===== src/rtl/wb_align_pkg.sv =====
// Package: shared encodings for the writeback aligner.
// Assumes: a single-bit kind field on the issue interface.
package wb_align_pkg;

    typedef enum logic {
        KIND_ALU  = 1'b0,
        KIND_LOAD = 1'b1
    } instr_kind_e;

endpackage


===== src/rtl/wb_align_exec.sv =====
// Execute stage: captures the issued instruction and forms a + b, which is
// the result for an ALU instruction and the address for a load.
// Assumes: one instruction per cycle, no stall input.
module wb_align_exec #(
    parameter int DATA_W = 32,
    parameter int REG_AW = 5
) (
    input  logic                        clk,
    input  logic                        rst_n,
    input  logic                        in_valid,
    input  wb_align_pkg::instr_kind_e   in_kind,
    input  logic [REG_AW-1:0]           in_rd,
    input  logic [DATA_W-1:0]           in_a,
    input  logic [DATA_W-1:0]           in_b,
    output logic                        x_valid,
    output wb_align_pkg::instr_kind_e   x_kind,
    output logic [REG_AW-1:0]           x_rd,
    output logic [DATA_W-1:0]           x_sum
);
    logic [DATA_W-1:0] a_q, b_q;

    // Capture the issued instruction; bubbles clear the valid bit.
    always_ff @(posedge clk) begin
        if (!rst_n) begin
            x_valid <= 1'b0;
            x_kind  <= wb_align_pkg::KIND_ALU;
            x_rd    <= '0;
            a_q     <= '0;
            b_q     <= '0;
        end else begin
            x_valid <= in_valid;
            x_kind  <= in_kind;
            x_rd    <= in_rd;
            a_q     <= in_a;
            b_q     <= in_b;
        end
    end

    // The single adder shared by both kinds.
    always_comb x_sum = a_q + b_q;

endmodule


===== src/rtl/wb_align_mem.sv =====
// Memory stage: a load reads data memory here. An ALU instruction passes
// its sum through untouched, which is what aligns its writeback with loads.
// Assumes: memory returns read data combinationally in the strobe cycle.
module wb_align_mem #(
    parameter int DATA_W = 32,
    parameter int REG_AW = 5
) (
    input  logic                        clk,
    input  logic                        rst_n,
    input  logic                        x_valid,
    input  wb_align_pkg::instr_kind_e   x_kind,
    input  logic [REG_AW-1:0]           x_rd,
    input  logic [DATA_W-1:0]           x_sum,
    output logic                        mem_rd_en,
    output logic [DATA_W-1:0]           mem_addr,
    input  logic [DATA_W-1:0]           mem_rdata,
    output logic                        ld_req,
    output logic                        alu_req,
    output logic [REG_AW-1:0]           m_rd,
    output logic [DATA_W-1:0]           m_data
);
    logic                      m_valid;
    wb_align_pkg::instr_kind_e m_kind;
    logic [DATA_W-1:0]         m_sum;
    logic                      rd_live;

    // Move the execute result into the memory stage.
    always_ff @(posedge clk) begin
        if (!rst_n) begin
            m_valid <= 1'b0;
            m_kind  <= wb_align_pkg::KIND_ALU;
            m_rd    <= '0;
            m_sum   <= '0;
        end else begin
            m_valid <= x_valid;
            m_kind  <= x_kind;
            m_rd    <= x_rd;
            m_sum   <= x_sum;
        end
    end

    // Strobe memory for loads only; select the value to write back.
    always_comb begin
        mem_rd_en = m_valid && (m_kind == wb_align_pkg::KIND_LOAD);
        mem_addr  = m_sum;
        rd_live   = (m_rd != '0);
        ld_req    = mem_rd_en && rd_live;
        alu_req   = m_valid && (m_kind == wb_align_pkg::KIND_ALU) && rd_live;
        m_data    = mem_rd_en ? mem_rdata : m_sum;
    end

endmodule


===== src/rtl/wb_align_write.sv =====
// Write stage: registers the write requests from the memory stage and
// drives the one register-file write port.
// Assumes: requests for register 0 are already removed upstream.
module wb_align_write #(
    parameter int DATA_W = 32,
    parameter int REG_AW = 5
) (
    input  logic              clk,
    input  logic              rst_n,
    input  logic              ld_req,
    input  logic              alu_req,
    input  logic [REG_AW-1:0] m_rd,
    input  logic [DATA_W-1:0] m_data,
    output logic              wr_en,
    output logic [REG_AW-1:0] wr_addr,
    output logic [DATA_W-1:0] wr_data
);
    logic w_ld, w_alu;

    // Hold each source's request separately until the port takes it.
    always_ff @(posedge clk) begin
        if (!rst_n) begin
            w_ld    <= 1'b0;
            w_alu   <= 1'b0;
            wr_addr <= '0;
            wr_data <= '0;
        end else begin
            w_ld    <= ld_req;
            w_alu   <= alu_req;
            wr_addr <= m_rd;
            wr_data <= m_data;
        end
    end

    // Merge the two sources onto the single port.
    always_comb wr_en = w_ld || w_alu;

    // the load path and the ALU path never request the port together.
    assert_one_writer_R7: assert property (@(posedge clk) disable iff (!rst_n)
        $countones({w_ld, w_alu}) <= 1);

    // register 0 is never written.
    assert_no_zero_write_R6: assert property (@(posedge clk) disable iff (!rst_n)
        wr_en |-> (wr_addr != '0));

endmodule


===== src/rtl/wb_align.sv =====
// Top: three-stage back end (execute, memory, write) that gives ALU
// instructions and loads the same writeback latency on one write port.
// Assumes: no stalls, no forwarding; loads see memory data in the strobe cycle.
module wb_align #(
    parameter int DATA_W = 32,
    parameter int REG_AW = 5
) (
    input  logic              clk,
    input  logic              rst_n,
    input  logic              issue_valid,
    input  logic              issue_is_load,
    input  logic [REG_AW-1:0] issue_rd,
    input  logic [DATA_W-1:0] issue_a,
    input  logic [DATA_W-1:0] issue_b,
    output logic              mem_rd_en,
    output logic [DATA_W-1:0] mem_addr,
    input  logic [DATA_W-1:0] mem_rdata,
    output logic              wr_en,
    output logic [REG_AW-1:0] wr_addr,
    output logic [DATA_W-1:0] wr_data
);
    wb_align_pkg::instr_kind_e in_kind, x_kind;
    logic                      x_valid, ld_req, alu_req;
    logic [REG_AW-1:0]         x_rd, m_rd;
    logic [DATA_W-1:0]         x_sum, m_data;

    // Translate the issue kind bit into the shared encoding.
    always_comb in_kind = issue_is_load ? wb_align_pkg::KIND_LOAD
                                        : wb_align_pkg::KIND_ALU;

    wb_align_exec #(.DATA_W(DATA_W), .REG_AW(REG_AW)) u_exec (
        .clk(clk), .rst_n(rst_n),
        .in_valid(issue_valid), .in_kind(in_kind), .in_rd(issue_rd),
        .in_a(issue_a), .in_b(issue_b),
        .x_valid(x_valid), .x_kind(x_kind), .x_rd(x_rd), .x_sum(x_sum)
    );

    wb_align_mem #(.DATA_W(DATA_W), .REG_AW(REG_AW)) u_mem (
        .clk(clk), .rst_n(rst_n),
        .x_valid(x_valid), .x_kind(x_kind), .x_rd(x_rd), .x_sum(x_sum),
        .mem_rd_en(mem_rd_en), .mem_addr(mem_addr), .mem_rdata(mem_rdata),
        .ld_req(ld_req), .alu_req(alu_req), .m_rd(m_rd), .m_data(m_data)
    );

    wb_align_write #(.DATA_W(DATA_W), .REG_AW(REG_AW)) u_write (
        .clk(clk), .rst_n(rst_n),
        .ld_req(ld_req), .alu_req(alu_req), .m_rd(m_rd), .m_data(m_data),
        .wr_en(wr_en), .wr_addr(wr_addr), .wr_data(wr_data)
    );

    // any live issue reaches the port exactly three edges later.
    assert_fixed_latency_R4: assert property (@(posedge clk) disable iff (!rst_n)
        (issue_valid && issue_rd != '0) |-> ##3 (wr_en && wr_addr == $past(issue_rd, 3)));

    // a write always traces back to a valid issue three edges earlier.
    assert_write_has_issue_R9: assert property (@(posedge clk) disable iff (!rst_n)
        wr_en |-> $past(issue_valid, 3));

    // the memory strobe only follows a load issued two edges earlier.
    assert_strobe_only_load_R8: assert property (@(posedge clk) disable iff (!rst_n)
        mem_rd_en |-> $past(issue_valid && issue_is_load, 2));

endmodule


===== config.mk =====
export PLATFORM = sky130hd
export DESIGN_NAME = wb_align
export DESIGN_NICKNAME = d
export VERILOG_FILES = /design/src/rtl/wb_align_pkg.sv /design/src/rtl/wb_align_exec.sv /design/src/rtl/wb_align_mem.sv /design/src/rtl/wb_align_write.sv /design/src/rtl/wb_align.sv
export SDC_FILE = /design/constraint.sdc
export NUM_CORES = 1
export LEC_CHECK = 0
export CORE_MARGIN = 4
export CORE_UTILIZATION = 50
export CTS_CLUSTER_SIZE = 24
export DETAILED_ROUTE_END_ITERATION = 10
export DONT_BUFFER_PORTS = 1
export HOLD_SLACK_MARGIN = 0.1
export SLEW_MARGIN = 20
export SYNTH_ARGS = -nofsm -noshare
export SYNTH_HDL_FRONTEND = slang
export SYNTH_SLANG_ARGS = --single-unit
export TNS_END_PERCENT = 30

===== constraint.sdc =====
create_clock -name clk -period 3.26 [get_ports clk]
set_input_delay 0.815 -clock clk [delete_from_list [all_inputs] [get_ports clk]]
set_output_delay 0.815 -clock clk [all_outputs]
set_load 0.01 [all_outputs]

---- Word level (Yosys, flattened, before mapping) ----
Index checks and enable logic that the tools add are counted.
word-level totals
  register bits ........................... 149
  word-level logic and storage cells ...... 23
  output and inout port bits .............. 71
operators by class
  add/subtract/negate cells ............... 1
  bitwise gates (word level) .............. 1
  reduce and logical (&&, ||, !) cells .... 6
  multiplexer cells ....................... 2
operators by type and width
  kind                count
  32-bit adder        1
  32-bit 2-to-1 mux   1
  5-bit nonzero test  1
  1-bit logical AND   4
  1-bit logical OR    1
  1-bit 2-to-1 mux    1
  1-bit NOT           1

---- Longest topological paths before layout ----
Gate-level depths: netlist (run 1).
  depth after elaboration ................. 3
  gate-level depth with buffers ........... 10

---- By module ----
Synthesis (run 1) repeated with hierarchy kept, for this count alone.
unflattened totals
  cell total of the unflattened synthesis .. 577
  area, all modules ....................... 6134.6 µm²
by module, submodules not included
  module          cells each  sequential area each (µm²)  area each (µm²)  instances
  wb_align_exec   370         1421.4                      3493.4           1
  wb_align_mem    124         780.7                       1577.8           1
  wb_align_write  83          780.7                       1063.5           1

---- Least setup slack after synthesis (run 1) ----
No wires, ideal clock.
  path type ............................... flip-flop to flip-flop
  from .................................... register u_exec.b_q[0]
  to ...................................... register u_mem.m_sum[30] (netlist: u_mem.mem_addr[30])
  slack ................................... 0.749 ns
  stages on the path, launching flop included .. 11
  buffers on the path ..................... 0
  period minus slack after synthesis ...... 2.511 ns
  data arrival time ....................... 2.440 ns
  cells stage by stage .................... dfxtp_1 ha_1 fa_1 a21o_1 a311oi_2 nor3_1 o31a_1 nor2b_2 o21ai_2 a41oi_2 mux2i_1
on the way
  word-level cells in the longest chain between the ends .. 1
ends and longest elaborated chain
  item                      RTL line             source
  start: declaration        wb_align_exec.sv:20  logic [DATA_W-1:0] a_q, b_q;
  start signal: assignment  wb_align_exec.sv:35  b_q <= in_b;
  32-bit adder              wb_align_exec.sv:40  always_comb x_sum = a_q + b_q;
  end signal: assignment    wb_align_mem.sv:38   m_sum <= x_sum;
  end: declaration          wb_align_mem.sv:24   logic [DATA_W-1:0] m_sum;
No other way between the ends.
A chain may end at the register's enable or synchronous reset.

---- Worst setup path after layout (run 1) ----
Ends and elaborated chain as after synthesis.

==> results of run 1 <==
==> cell usage after synthesis (2+ instances only) <==
master,count,area (µm²)
dfxtp_1,149,2980
nand2_1,94,353
and2_1,88,551
a21oi_1,69,345
nor2_1,37,139
clkbuf_1,31,116
ha_1,31,388
xnor2_1,14,123
xor2_1,11,96.3
o21ai_1,10,50.1
nor3_1,8,40.0
o21ai_0,7,35.0
a21o_1,6,45.0
nand4_1,6,37.5
inv_1,5,18.8
nand3_1,5,25.0
o21a_1,5,37.5
nand2b_1,4,25.0
a31oi_1,3,18.8
mux2i_1,3,30.0
o211ai_1,3,22.5
o21bai_1,3,22.5
and4_1,2,17.5
inv_2,2,7.51
o211a_1,2,20.0
o221ai_1,2,17.5
o31ai_1,2,15.0
==> cell type report <==
class	instances	area share [%]
Multi-Input combinational cell	436	41.1
Sequential cell	149	46.2
Clock buffer	20	6.92
Tap cell	143	2.77
Timing Repair Buffer	2	0.233
Inverter	7	0.407
Clock inverter	12	2.40
==> report_power, final <==
group          internal [mW]  switching [mW]  total [mW]
Sequential              1.94          0.0922        2.03
Combinational          0.143           0.189       0.332
Clock                   1.22           0.726        1.95
==> state kept, by name (all words and copies together) (netlist names) <==
signal,flops
u_exec.a_q,32
u_exec.b_q,32
u_exec.x_kind,1
u_exec.x_rd,5
u_exec.x_valid,1
u_mem.m_kind,1
u_mem.m_rd,5
u_mem.m_valid,1
u_mem.mem_addr,32
u_write.w_alu,1
u_write.w_ld,1
u_write.wr_addr,5
u_write.wr_data,32
==> how the worst max path moves through the flow <==
stage | startpoint | to | slack, ps
4_1_cts | u_exec.b_q[0] | u_mem.mem_addr[26] | 440
6_report | u_exec.b_q[0] | u_mem.mem_addr[30] | 480
2_1_floorplan | u_exec.b_q[0] | u_mem.mem_addr[30] | 750
5_1_grt | u_exec.b_q[0] | u_mem.mem_addr[26] | 260
3_5_place_dp | u_exec.b_q[0] | u_mem.mem_addr[26] | 470
3_3_place_gp | u_exec.b_q[0] | u_mem.mem_addr[30] | 530
==> worst reg2reg max path: stages (launching register included) <==
cell and delay, ps:
dfxtp_1 300, ha_1 230, fa_1 430, a21o_1 240, a311oi_2 310, nor3_1 140, o31a_1 360, nor2b_2 180
o21ai_2 110, a41oi_2 220, mux2i_1 190
==> layer usage <==
layer	vias to the layer above	part of all wire, %	routed length (µm)	global-route usage (%)
met5	-	0	0	0
met4	0	1.2	158	6.81
met3	18	7.7	977	6.53
met2	148	49	6200	33.6
met1	1871	42	5370	23.1
li1	2055	-	-	-
==> cells by family (layout without fill, tap and decap cells) <==
group | after synthesis | count (layout) | share of synthesized area, %
DFF | 149 | 149 | 51.6
AOI/OAI and AO/OA | 124 | 124 | 13.0
buffers and inverters | 39 | 41 | 2.55
adders and majority gates | 32 | 32 | 7.05
xor gates and xnor gates | 25 | 25 | 3.79
and+or+nand+nor | 252 | 252 | 21.5
muxes | 3 | 3 | 0.519
==> flow_summary.toml, run 1 <==
[routing]
firstDrtPassIters = 4
drt_iter0_markers = 162
via_per_inst = 5.32
drc = 0
dr_total_vias = 4092
wl_per_cell_um = 16.5
ant_nets = 0
routed_wl_um = 12700

[finish]
final_common_cell = "dfxtp_1"
insertedDiodeCount = 0
layout_common_cells = "dfxtp_1 (149), nand2_1 (94), and2_1 (88)"
drive_gt1_share_pct = 6.55
area_growth_pct = 11.7
multi_input_area_um2 = 2650
fin_util_pct = 56.8
num-fill-cells = 989
design.final.nets = 750
area.sequential_um2 = 2980
fin_cells = 769
fin_area_um2 = 6460

[clock_tree]
cts_max_level = 4
clockBufferDepth = 2
cts_made_buffers = 17
tritoncts = "done"
clock_latency_ps = 420
postCtsSetupBuffers = 0
post_cts_resized = 0
clkSinkCount = 149
clockRootBuffer = "clkbuf_16"
cts.reportedPaths.clkPinSlew_ps = 60
cts-hold-fix-buffers = 0

[worst_setup_path]
cp_max_fo = 4
path_buf_inv = 0
reg2reg_depth = 10
max_stage_delay_ps = 430
crit_path_end_kind = "flip-flop"
crit_arrival_ps = 3130
r2r_start = "u_exec.b_q[0]"
critPathSlowestCell = "fa_1"
worstSetupPathType = "reg -> reg"
reg2reg_slack_ps = 480
required_ps = 3610
crit_cells = 10
r2r-end = "u_mem.mem_addr[30]"
crit_family = "compound AO/OA/AOI/OAI gates"
crit_chain = "ha_1, fa_1, a21o_1, a311oi_2, nor3_1, o31a_1, nor2b_2, o21ai_2, a41oi_2, mux2i_1"
critical_path.startpoint_type = "flip-flop"

[synth]
syn_area_um2 = 5780
avgSynthCellArea_um2 = 9.27
synth_cell_types = 49
ys.flop_type = "dfxtp_1"
synth_fp_nets = 761
yosysSeqAreaShare_pct = 51.6
synth_edf_count = 0
synth-seq-cells = 149
ys_warn_count = 0
syn_inst = 624
synthArstFlopShare_pct = 0

[sta]
relSlewSlack_pct = 59.0
layout_setup_ws_ps = 476
fmax_ghz = 0.359
worst_slew_pin_slew_ps = 614
period_share_pct = 85.4
fin_setup_tns_ps = 0
rsz0062_at_grt = "no"
fin_hold_ws_ps = 421
skew_ps = 7.49
slew_violations = 0
finalHoldViolCount = 0
final-setup-viol-count = 0
fin_crit_ps = 2780

[placement]
postPlaceCellArea_um2 = 5850
finalWeightedCongestion = 0.849
port_buffers = 0
hpwl_um = 9470
post-place-ws_ps = 465
dp.cells = 737

[worst_hold_path]
holdPathStages = 1
hold_path_end = "u_write.w_alu"
hold_path_class = "reg -> reg"
worstHoldStart = "u_mem.m_kind"

[pwr]
power.total_mw = 4.31
pwr_density_cell_nw_per_um2 = 668
peakVddDrop_mv = 0.424
leakagePower_nw = 2.65

[run]
drv_cap = 0

[die]
die_area_um2 = 13300
die_h_um = 116
die_w_um = 116
rows = 39
core-area_um2 = 11400
start_util_pct = 50.9
num_io_pins = 176

[global_routing]
antenna_found_initial = 0
grt_pass1_vias = 4094
gr-usage-all-layers_pct = 19.7
overflow = 0
grt_max_degree = 95
grt_pass1_wl_um = 20300

[run_status]
status = "finished, final reports clean"
Power figures use the tool's default switching activity.
==> inputs of run 2 (changes only) <==
- ABC_AREA: unset -> 1
- CTS_CLUSTER_DIAMETER: unset -> 80
==> run 2 against run 1 <==
- clock skew barely moved
- synthesized area rose by 16%
- utilization fell by 0.47 points
- highest routed layer unchanged
- register-to-register slack improved by 840 ps
==> flow_summary.toml, run 2 <==
[sta]
rsz0062_at_grt = "no"
fin_setup_tns_ps = 0
finalHoldViolCount = 0
skew_ps = 7.97
final-setup-viol-count = 0
slew_violations = 0
relSlewSlack_pct = 53.7
worst_slew_pin_slew_ps = 692
fmax_ghz = 0.514
period_share_pct = 59.7
fin_crit_ps = 1950

[pwr]
peakVddDrop_mv = 0.352
leakagePower_nw = 4.28
pwr_density_cell_nw_per_um2 = 572
power.total_mw = 4.25

[worst_setup_path]
cp_max_fo = 4
crit_arrival_ps = 2260
required_ps = 3570
crit_path_end_kind = "flip-flop"
critical_path.startpoint_type = "flip-flop"
worstSetupPathType = "reg -> reg"

[placement]
postPlaceCellArea_um2 = 6860
hpwl_um = 12200
finalWeightedCongestion = 0.902
port_buffers = 0

[routing]
ant_nets = 0
drc = 0
firstDrtPassIters = 6
drt_iter0_markers = 322
via_per_inst = 4.72
routed_wl_um = 15700
wl_per_cell_um = 13.5
dr_total_vias = 5488

[global_routing]
overflow = 0
grt_max_degree = 146
antenna_found_initial = 0
gr-usage-all-layers_pct = 20.7
grt_pass1_wl_um = 24400
grt_pass1_vias = 4958

[finish]
final_common_cell = "nand2_1"
layout_common_cells = "nand2_1 (293), inv_1 (189), dfxtp_1 (149)"
area_growth_pct = 10.7
design.final.nets = 1111
fin_area_um2 = 7430
insertedDiodeCount = 0
drive_gt1_share_pct = 7.09

[clock_tree]
cts-hold-fix-buffers = 0
clock_latency_ps = 420
postCtsSetupBuffers = 0
post_cts_resized = 0
cts.reportedPaths.clkPinSlew_ps = 60
cts_max_level = 4
clkSinkCount = 149
clockRootBuffer = "clkbuf_16"
clockBufferDepth = 2
tritoncts = "done"
cts_made_buffers = 17

[die]
rows = 42
start_util_pct = 50.9
die_h_um = 124
core-area_um2 = 13200
num_io_pins = 176
die_area_um2 = 15300
die_w_um = 124

[synth]
synth.most_common_cell = "nand2_1"
synth_cell_types = 31
yosysTopAreaCellShare_pct = 44.5
synth_fp_nets = 1112
ys.flop_type = "dfxtp_1"
syn_area_um2 = 6710
ys_top_cells_by_count = "nand2_1 (293), inv_1 (189), dfxtp_1 (149)"
syn_inst = 975
yosysSeqAreaShare_pct = 44.5
synth_edf_count = 0
ys_warn_count = 0
synth_area_leaders = "dfxtp_1 (44%), nand2_1 (16%), inv_1 (11%), nor2_1 (6.5%), ha_1 (5.8%)"
avgSynthCellArea_um2 = 6.88
synth-seq-cells = 149
synth_area_leader_cell = "dfxtp_1"
synthArstFlopShare_pct = 0

[run]
drv_cap = 0

[worst_hold_path]
hold_path_class = "reg -> reg"

[run_status]
status = "finished, final reports clean"
[run 2: routing by layer]
layer	vias up	GRT usage [%]	part of all wire, %
li1	2910	-	-
met1	2355	28.8	48
met2	208	31.3	42
met3	15	5.40	9.0
met4	0	6.71	1.3
met5	-	0	0
[run 2: layout make-up]
cell class	instances	area, µm²
Inverter	196	736
Fill cell	1316	5760
Timing Repair Buffer	2	15.0
Sequential cell	149	2980
Multi-Input combinational cell	608	2900
Clock inverter	11	91.3
Tap cell	176	220
Clock buffer	21	480
[run 2: final timing paths]
kind | startpoint | endpoint | slack (ps) | cells past startpoint
min reg2reg | u_exec.x_valid | u_mem.m_valid | 410 | 2
min | u_exec.x_valid | u_mem.m_valid | 410 | 2
max | u_exec.b_q[0] | u_mem.mem_addr[28] | 1310 | 10
max reg2reg | u_exec.b_q[0] | u_mem.mem_addr[28] | 1310 | 10
[run 2: cell families after synthesis]
logic type	share of synthesized area [%]
adders and majority gates	6.08
AOI/OAI and AO/OA	7.22
DFF	44.5
buffers and inverters	12.3
and+or+nand+nor	29.7
xor gates and xnor gates	0.261
[run 2: power breakdown]
| part | internal (mW) | switching [mW] |
|---|---|---|
| combinational | 0.138 | 0.251 |
| sequential | 1.94 | 0.0902 |
| clock | 1.06 | 0.772 |
| total | 3.14 | 1.11 |
[run 2: worst max-delay path, stage by stage, from the launching register on]
cell and delay (ps):
dfxtp_1 300, ha_1 230, fa_1 470, nand3_1 120, nand3_1 150, nand3_1 110, nand3_1 150, nand2_1 120
nand3_1 80, nand2_1 70, nor2_1 30
[run 2: stage by stage]
step / setup WS [ps] / hold slack [ps] / instances / util, %
after floorplan: 1570 / 390 / 975 / -
after global placement: 1380 / 394 / 1131 / 52.0
after detailed placement: 1330 / 399 / 1131 / 52.0
after CTS: 1310 / 411 / 1163 / 56.3
after global routing: 1070 / 423 / 1163 / 56.3
final: 1310 / 406 / 1163 / 56.3
